[src/rtl/rowdec_pkg.sv]
package rowdec_pkg;
  // Strobes from the control side into the datapath
  typedef struct packed {
    logic capture;   // latch a decode result this edge
    logic cfgWr;     // write a limit register this edge
  } rowdec_strb_t;
endpackage

[src/rtl/rowdec_ctrl.sv]
module rowdec_ctrl
  import rowdec_pkg::*;
(
  input  logic         clk,
  input  logic         rst_n,
  input  logic         reqValid,
  input  logic         cfgWrEn,
  output rowdec_strb_t strb,
  output logic         respValid
);

  always_comb begin
    strb.capture = reqValid;
    strb.cfgWr   = cfgWrEn;
  end

  always_ff @(posedge clk) begin
    if (!rst_n) respValid <= 1'b0;
    else        respValid <= reqValid;
  end

  p_resp_after_req_r3: assert property (@(posedge clk) disable iff (!rst_n)
    reqValid |=> respValid);
  p_idle_after_noreq_r3: assert property (@(posedge clk) disable iff (!rst_n)
    !reqValid |=> !respValid);

endmodule

[src/rtl/rowdec_datapath.sv]
module rowdec_datapath
  import rowdec_pkg::*;
#(
  parameter int ROWS  = 4,
  parameter int LIM_W = 8,
  localparam int IDX_W = $clog2(ROWS)
) (
  input  logic             clk,
  input  logic             rst_n,
  input  rowdec_strb_t     strb,
  input  logic [LIM_W-1:0] addrHi,
  input  logic [IDX_W-1:0] cfgAddr,
  input  logic [LIM_W-1:0] cfgWrData,
  output logic [LIM_W-1:0] cfgRdData,
  output logic [ROWS-1:0]  rowSel,
  output logic [IDX_W-1:0] rowIdx,
  output logic             hit,
  output logic             outOfRange
);

  logic [LIM_W-1:0] limitQ [ROWS];
  logic [LIM_W-1:0] lowerB [ROWS];
  logic [ROWS-1:0]  matchVec;

  for (genvar g = 0; g < ROWS; g++) begin : g_row
    always_ff @(posedge clk) begin
      if (!rst_n)
        limitQ[g] <= '0;
      else if (strb.cfgWr && (cfgAddr == IDX_W'(g)))
        limitQ[g] <= cfgWrData;
    end

    if (g == 0) begin : g_base
      assign lowerB[g] = '0;
    end else begin : g_chain
      assign lowerB[g] = limitQ[g-1];
    end

    // An empty row (limit == lower bound) can never satisfy both terms
    assign matchVec[g] = (addrHi >= lowerB[g]) && (addrHi < limitQ[g]);

    p_limit_holds_r1: assert property (@(posedge clk) disable iff (!rst_n)
      !$past(strb.cfgWr) |-> $stable(limitQ[g]));
  end

  assign cfgRdData = limitQ[cfgAddr];

  logic             beyondTop;
  logic             anyMatch;
  logic [IDX_W-1:0] pickIdx;

  assign beyondTop = (addrHi >= limitQ[ROWS-1]);

  // Lowest index wins: scan from the top so lower rows overwrite
  always_comb begin
    anyMatch = 1'b0;
    pickIdx  = '0;
    for (int i = ROWS - 1; i >= 0; i--) begin
      if (matchVec[i]) begin
        anyMatch = 1'b1;
        pickIdx  = IDX_W'(i);
      end
    end
  end

  always_ff @(posedge clk) begin
    if (!rst_n || !strb.capture) begin
      rowSel     <= '0;
      rowIdx     <= '0;
      hit        <= 1'b0;
      outOfRange <= 1'b0;
    end else begin
      outOfRange <= beyondTop;
      hit        <= anyMatch && !beyondTop;
      rowIdx     <= (anyMatch && !beyondTop) ? pickIdx : '0;
      rowSel     <= (anyMatch && !beyondTop) ? (ROWS'(1) << pickIdx) : '0;
    end
  end

  p_sel_onehot_r9: assert property (@(posedge clk) disable iff (!rst_n)
    $onehot0(rowSel));
  p_hit_matches_sel_r9: assert property (@(posedge clk) disable iff (!rst_n)
    hit == (rowSel != '0));
  p_hit_idx_agree_r4: assert property (@(posedge clk) disable iff (!rst_n)
    hit |-> rowSel[rowIdx]);
  p_oor_no_select_r6: assert property (@(posedge clk) disable iff (!rst_n)
    outOfRange |-> (!hit && rowSel == '0 && rowIdx == '0));

endmodule

[src/rtl/row_limit_decoder.sv]
module row_limit_decoder
  import rowdec_pkg::*;
#(
  parameter int ADDR_W = 32,
  parameter int ROWS   = 4,
  parameter int LIM_W  = 8,
  localparam int IDX_W  = $clog2(ROWS),
  localparam int HI_LSB = ADDR_W - LIM_W
) (
  input  logic              clk,
  input  logic              rst_n,
  input  logic              reqValid,
  input  logic [ADDR_W-1:0] reqAddr,
  input  logic              cfgWrEn,
  input  logic [IDX_W-1:0]  cfgAddr,
  input  logic [LIM_W-1:0]  cfgWrData,
  output logic [LIM_W-1:0]  cfgRdData,
  output logic              respValid,
  output logic [ROWS-1:0]   rowSel,
  output logic [IDX_W-1:0]  rowIdx,
  output logic              hit,
  output logic              outOfRange
);

  rowdec_strb_t strb;
  logic         unusedLowBits;

  // Sub-granule bits never take part in the decode
  assign unusedLowBits = ^reqAddr[HI_LSB-1:0];

  rowdec_ctrl u_ctrl (
    .clk       (clk),
    .rst_n     (rst_n),
    .reqValid  (reqValid),
    .cfgWrEn   (cfgWrEn),
    .strb      (strb),
    .respValid (respValid)
  );

  rowdec_datapath #(
    .ROWS  (ROWS),
    .LIM_W (LIM_W)
  ) u_dp (
    .clk        (clk),
    .rst_n      (rst_n),
    .strb       (strb),
    .addrHi     (reqAddr[ADDR_W-1:HI_LSB]),
    .cfgAddr    (cfgAddr),
    .cfgWrData  (cfgWrData),
    .cfgRdData  (cfgRdData),
    .rowSel     (rowSel),
    .rowIdx     (rowIdx),
    .hit        (hit),
    .outOfRange (outOfRange)
  );

endmodule

[config.mk]
export PLATFORM = sky130hd
export DESIGN_NAME = row_limit_decoder
export DESIGN_NICKNAME = d
export VERILOG_FILES = /design/src/rtl/rowdec_pkg.sv /design/src/rtl/rowdec_ctrl.sv /design/src/rtl/rowdec_datapath.sv /design/src/rtl/row_limit_decoder.sv
export SDC_FILE = /design/constraint.sdc
export NUM_CORES = 1
export LEC_CHECK = 0
export BUFFER_PORTS_ARGS = -buffer_cell sky130_fd_sc_hd__buf_4
export CAP_MARGIN = 40
export CORE_MARGIN = 2
export CORE_UTILIZATION = 55
export DETAILED_ROUTE_END_ITERATION = 10
export PLACE_DENSITY = 0.9
export SLEW_MARGIN = 0
export SYNTH_ARGS = -nofsm -noshare
export SYNTH_HDL_FRONTEND = slang
export SYNTH_SLANG_ARGS = --single-unit
[constraint.sdc]
create_clock -name clk -period 3.1 [get_ports clk]
set_input_delay 0.31 -clock clk [delete_from_list [all_inputs] [get_ports clk]]
set_output_delay 0.31 -clock clk [all_outputs]
set_load 0.005 [all_outputs]
==> results of run 1 <==
layout by cell type, fill, tap and decap left out, types with 5 or more instances in the layout:
cell type	synthesis	layout
edfxtp_1	32	32
nand2_1	7	7
mux4_2	8	8
inv_1	31	31
buf_4	0	42
clkbuf_8	0	5
nor2_1	6	6
ha_1	32	32
dfxtp_1	9	9
a21oi_1	11	11
o21ai_0	5	5
and2_1	33	33
routing by layer:
layer / part of all wire (%) / track usage [%]
met1: 37 / 25.6
met2: 50 / 39.3
met3: 6.9 / 5.56
met5: 0 / 0
met4: 6.3 / 14.3
sequential cells by signal, indices dropped and copies added, names as in the netlist:
register and count:
u_dp.limitQ 32, u_dp.rowSel 4, u_dp.rowIdx 2, u_ctrl.respValid 1
u_dp.hit 1, u_dp.outOfRange 1
where the power goes:
| group | switching, µW | internal [µW] |
|---|---|---|
| logic | 136 | 128 |
| registers | 22.5 | 631 |
| clock network | 189 | 242 |
final cells by class:
class / count / area (µm²)
clock buffer: 6 / 72.6
clock inverter: 2 / 38.8
fill: 322 / 1400
inverter: 31 / 116
multi-input combinational: 133 / 1180
sequential: 41 / 1140
tap: 52 / 65.1
timing repair buffer: 42 / 315
cells by family (layout without fill, tap and decap cells):
family                     count (synthesis)  in the layout
and+or+nand+nor                           63             63
AOI/OAI and AO/OA                         30             30
DFF                                       41             41
buffers and inverters                     33             81
adders and majority gates                 32             32
muxes                                      8              8
how the worst max path moves through the flow:
| stage | from | to | slack [ns] | depth (start not counted) |
|---|---|---|---|---|
| floorplan | cfgAddr[0] | u_dp.limitQ[0][0] | 1.38 | 3 |
| global placement | reqAddr[27] | u_dp.rowSel[0] | 1.18 | 7 |
| detailed placement | reqAddr[27] | u_dp.rowSel[3] | 1.15 | 7 |
| CTS | u_dp.limitQ[3][3] | u_dp.rowSel[3] | 1.19 | 7 |
| global route | u_dp.limitQ[2][1] | u_dp.rowIdx[0] | 1.06 | 7 |
| finish | u_dp.limitQ[2][1] | u_dp.rowIdx[0] | 1.17 | 7 |
stage by stage:
step                      hold WS (ns)  power, µW  std cells  utilization [%]  cell area (µm²)
after floorplan                  0.508        805        207                -             2440
after global placement           0.612        899        299             65.1             2810
after detailed placement         0.614        918        299             65.1             2810
after CTS                        0.296       1350        307             67.7             2930
after global routing             0.306       1410        307             67.7             2930
final                            0.302       1350        307             67.7             2930
==> impl_metrics.toml, run 1 <==
[yosys]
synth_top_area_share_pct = 39.3
synth_top_family_by_area = "adder cells"
synth_area_leader_cell = "edfxtp_1"
synth_cell_types = 32
synth_edf_count = 32
synthesis.nets = 285
synthSimpleGateAreaFrac_pct = 16.2
synthTopCellsByArea = "edfxtp_1 (39%), ha_1 (16%), and2_1 (8.5%)"
syn_area_mm2 = 0.00244
synthArstFlopShare_pct = 0
synthMuxAreaShare_pct = 7.38
syn_inst = 207
synth.most_common_cell = "and2_1"
yosysSeqAreaShare_pct = 46.7
synth_commonest_cells = "and2_1 (33), edfxtp_1 (32), ha_1 (32)"
synth_xor_area_share_pct = 0
synth_compound_area_share_pct = 8.15
yosys_warnings = 0
avgSynthCellArea_um2 = 11.8
synthAdderAreaFrac_pct = 16.4
ys.flop_type = "edfxtp_1"
synth-seq-cells = 41

[placed_design]
port_buffers = 38
dp_hpwl_um = 4130
post-place-ws_ns = 1.15
gp_congestion = 0.823

[critical_path]
critPathRequiredTime_ns = 3.26
reg2reg_setup_slack_ns = 1.17
timing.reg2reg.worst_path_depth = 7
r2r_end = "u_dp.rowIdx[0]"
cp.arrival_ns = 2.09
crit_path_max_fanout = 2
crit_family = "compound AO/OA/AOI/OAI gates"
critPathBufInv = 1
path_class = "flop to flop"
worst_setup_path_start_kind = "flop"
slowest_stage = "o31ai_1"
cp_slowest_stage_delay_ns = 0.44
crit_path_end_kind = "flop"
path_cells = "inv_1 -> ha_1 -> nor2b_1 -> o211ai_1 -> a21oi_1 -> o31ai_1 -> a211oi_1"
r2r_start = "u_dp.limitQ[2][1]"

[final_layout]
fin_nets = 332
areaGrowthSynthToFinish_pct = 19.8
drive_gt1_share_pct = 23.9
n_antenna_cell = 0

[global_routing]
grtUsageTotal_pct = 22.9
first_global_vias = 1864
grt_pass1_wl_um = 8740
overflow = 0
antenna_found_initial = 0
grt_start_max_net_pins = 14

[power]
p_per_area_mw_per_mm2 = 461
p_leak_uw = 0.00133
peakVddDrop_mv = 0.339

[floorplan]
core.rowCount = 24
core_mm2 = 0.00432
start_util_pct = 56.5
dieArea_mm2 = 0.00499
dieHeight_um = 70.6
io_pins = 63
fp.dieW_um = 70.6

[routing]
wl_per_cell_um = 17.6
drc = 0
vias = 1804
routed_wl_um = 5400
vias_per_cell = 5.88
drt_first_pass_iters = 4
drtIter0Drc = 127
drtAntennaViolNets = 0

[job]
maxCapViolCount = 0

[cts]
cts_setup_buffers = 0
cts_hold_buf = 0
htree_levels = 2
numCtsBuffers = 5
cts_sinks = 41
clk_latency_ns = 0.30
cts_resized = 0
clk_pin_slew_ns = 0.08
root_buffer = "clkbuf_8"
cts_max_path_buffers = 2
cts_tree = "done"

[min_path]
min_path_cells = 2
hold_start = "cfgWrData[7]"
min_path_type = "primary input to flop"
hold_end = "u_dp.limitQ[0][7]"

[sta]
tns_ns = 0
rsz0062_at_grt = "no"
finalCritPeriodShare_pct = 62.3
slew-limit-headroom_pct = 66.9
skew_ns = 0.0112
hold_viol_final = 0
tightest_slew_ns = 0.492
period_needed_ns = 1.93
setup_violations = 0
finalMaxSlewViolations = 0
setup_slack_ns = 1.17
fmax_mhz = 518

[run_status]
status = "finished clean"
Power figures use the tool's default switching activity.
==> run 2: changes to the inputs <==
CORE_UTILIZATION = 53   (was 55)
PLACE_DENSITY = 0.88   (was 0.9)
clock period = 1.89 ns   (was 3.1 ns; I/O delays follow)
==> impl_metrics.toml, run 2 (synthesis gave the netlist of run 1 again) <==
[run_status]
status = "finished clean"

[job]
maxCapViolCount = 0

[routing]
routed_wl_um = 5160
vias_per_cell = 5.57
wl_per_cell_um = 16.7
drc = 0
drtAntennaViolNets = 0
vias = 1720
drt_first_pass_iters = 4
drtIter0Drc = 74

[sta]
rsz0062_at_grt = "yes"
tightest_slew_ns = 0.413
hold_viol_final = 0
slew-limit-headroom_pct = 72.4
finalMaxSlewViolations = 0
skew_ns = 0.00713
setup_violations = 0
fmax_mhz = 551
period_needed_ns = 1.82
setup_slack_ns = 0.0740
finalCritPeriodShare_pct = 96.1

[critical_path]
worst_setup_path_start_kind = "flop"
r2r_end = "u_dp.rowSel[0]"
crit_path_max_fanout = 8
critPathRequiredTime_ns = 2.10
crit_path_end_kind = "flop"
cp.arrival_ns = 2.03
timing.reg2reg.worst_path_depth = 7
reg2reg_setup_slack_ns = 0.07
path_class = "flop to flop"
r2r_start = "u_dp.limitQ[3][3]"

[final_layout]
areaGrowthSynthToFinish_pct = 21.2
regMostFlops = "u_dp.limitQ"
top_regs = "u_dp.limitQ (32), u_dp.rowSel (4), u_dp.rowIdx (2)"
mostFrequentLayoutCells = "buf_4 (44), and2_1 (33), edfxtp_1 (32), ha_1 (30), inv_1 (29)"
n_antenna_cell = 0
fin_nets = 334
stdcell_count = 309
final_common_cell = "buf_4"
largest_reg_flops = 32
fin_area_mm2 = 0.00296
drive_gt1_share_pct = 27.6

[cts]
cts_sinks = 41
cts_tree = "done"
root_buffer = "clkbuf_8"
htree_levels = 2
cts_max_path_buffers = 2
numCtsBuffers = 5
clk_pin_slew_ns = 0.09
clk_latency_ns = 0.30

[floorplan]
start_util_pct = 55.7
fp.dieW_um = 71.9
core.rowCount = 24
dieHeight_um = 71.9
core_mm2 = 0.00438
dieArea_mm2 = 0.00517
io_pins = 63

[global_routing]
overflow = 0
grtUsageTotal_pct = 21.5
antenna_found_initial = 0
first_global_vias = 1877
grt_pass1_wl_um = 8310
grt_start_max_net_pins = 14

[min_path]
hold_end = "u_dp.limitQ[3][5]"
hold_start = "cfgWrData[5]"
min_path_cells = 2
min_path_type = "primary input to flop"

[power]
p_sw_uw = 588
p_leak_uw = 0.00132
switching_share_pct = 27.9
peakVddDrop_mv = 0.534
p_seq_share_pct = 50.8
comb_power_share_pct = 21.1
clkPwrFrac_pct = 28.1
p_per_area_mw_per_mm2 = 712
power_uw = 2110
internal_power_uw = 1520

[placed_design]
post-place-ws_ns = -0.0425
placed_cells = 300
postPlaceCellArea_mm2 = 0.00282
gp_congestion = 0.866
port_buffers = 38
dp_hpwl_um = 4030
run 2: changes by cell type in the layout (fill, tap and decap cells not counted), sizes merged:
cell	change
clkinvlp	+2
bufinv	-1
buf	+2
clkinv	-1
run 2: cell type report:
cell class,count,area [µm²]
fill,323,1430
clock buffer,6,72.6
timing repair buffer,44,330
inverter,31,116
sequential,41,1140
tap,52,65.1
multi-input combinational,133,1220
clock inverter,2,15.0
run 2: what timing repair did:
action	4_1_cts	5_1_grt
pin swaps	3	5
endpoints found under the setup margin	4	4
cloned	0	0
hold buffers	0	0
resized for setup	0	9
setup buffers	1	0
hold endpoints to repair	0	0
run 2: worst max-delay path, cell delays in order, from the launching register on:
cell	delay, ns
edfxtp_1	0.42
inv_2	0.10
ha_4	0.21
a21oi_2	0.14
nand3_2	0.09
a41o_1	0.24
a21o_4	0.27
nor4_4	0.26
run 2: stage by stage:
step,setup TNS [ns],hold WS [ns],utilization (%)
6_report,0,0.183,67.5
5_1_grt,-0.0262,0.187,67.5
4_1_cts,0,0.183,66.5
3_5_place_dp,-0.0758,0.495,64.4
3_3_place_gp,0,0.492,64.4
2_1_floorplan,0,0.387,-
run 2: power by group through the flow:
stage	Combinational (µW)	Sequential, µW	Clock [µW]
3_5_place_dp	418	1090	0
5_1_grt	491	1080	625
6_report	445	1070	592
4_1_cts	429	1070	595
2_1_floorplan	247	1070	0
3_3_place_gp	396	1080	0
run 2: layer usage:
metal | track usage (%) | vias to the layer above | routed length [µm]
met5 | 0 | - | 0
met4 | 8.18 | 0 | 87
met3 | 4.08 | 9 | 185
met2 | 41.6 | 45 | 2790
met1 | 22.8 | 833 | 2100
li1 | - | 833 | -
run 2: worst max path at each step:
| stage | from | to | slack (ns) | cells after the start |
|---|---|---|---|---|
| after floorplan | u_dp.limitQ[3][3] | u_dp.rowSel[3] | 0.20 | 7 |
| after global placement | u_dp.limitQ[3][3] | u_dp.rowSel[0] | 0.04 | 7 |
| after detailed placement | u_dp.limitQ[3][3] | u_dp.rowSel[0] | -0.04 | 7 |
| after CTS | u_dp.limitQ[3][3] | u_dp.rowSel[0] | 0.01 | 7 |
| after global routing | u_dp.limitQ[3][3] | u_dp.rowSel[0] | -0.02 | 7 |
| final | u_dp.limitQ[3][3] | u_dp.rowSel[0] | 0.07 | 7 |
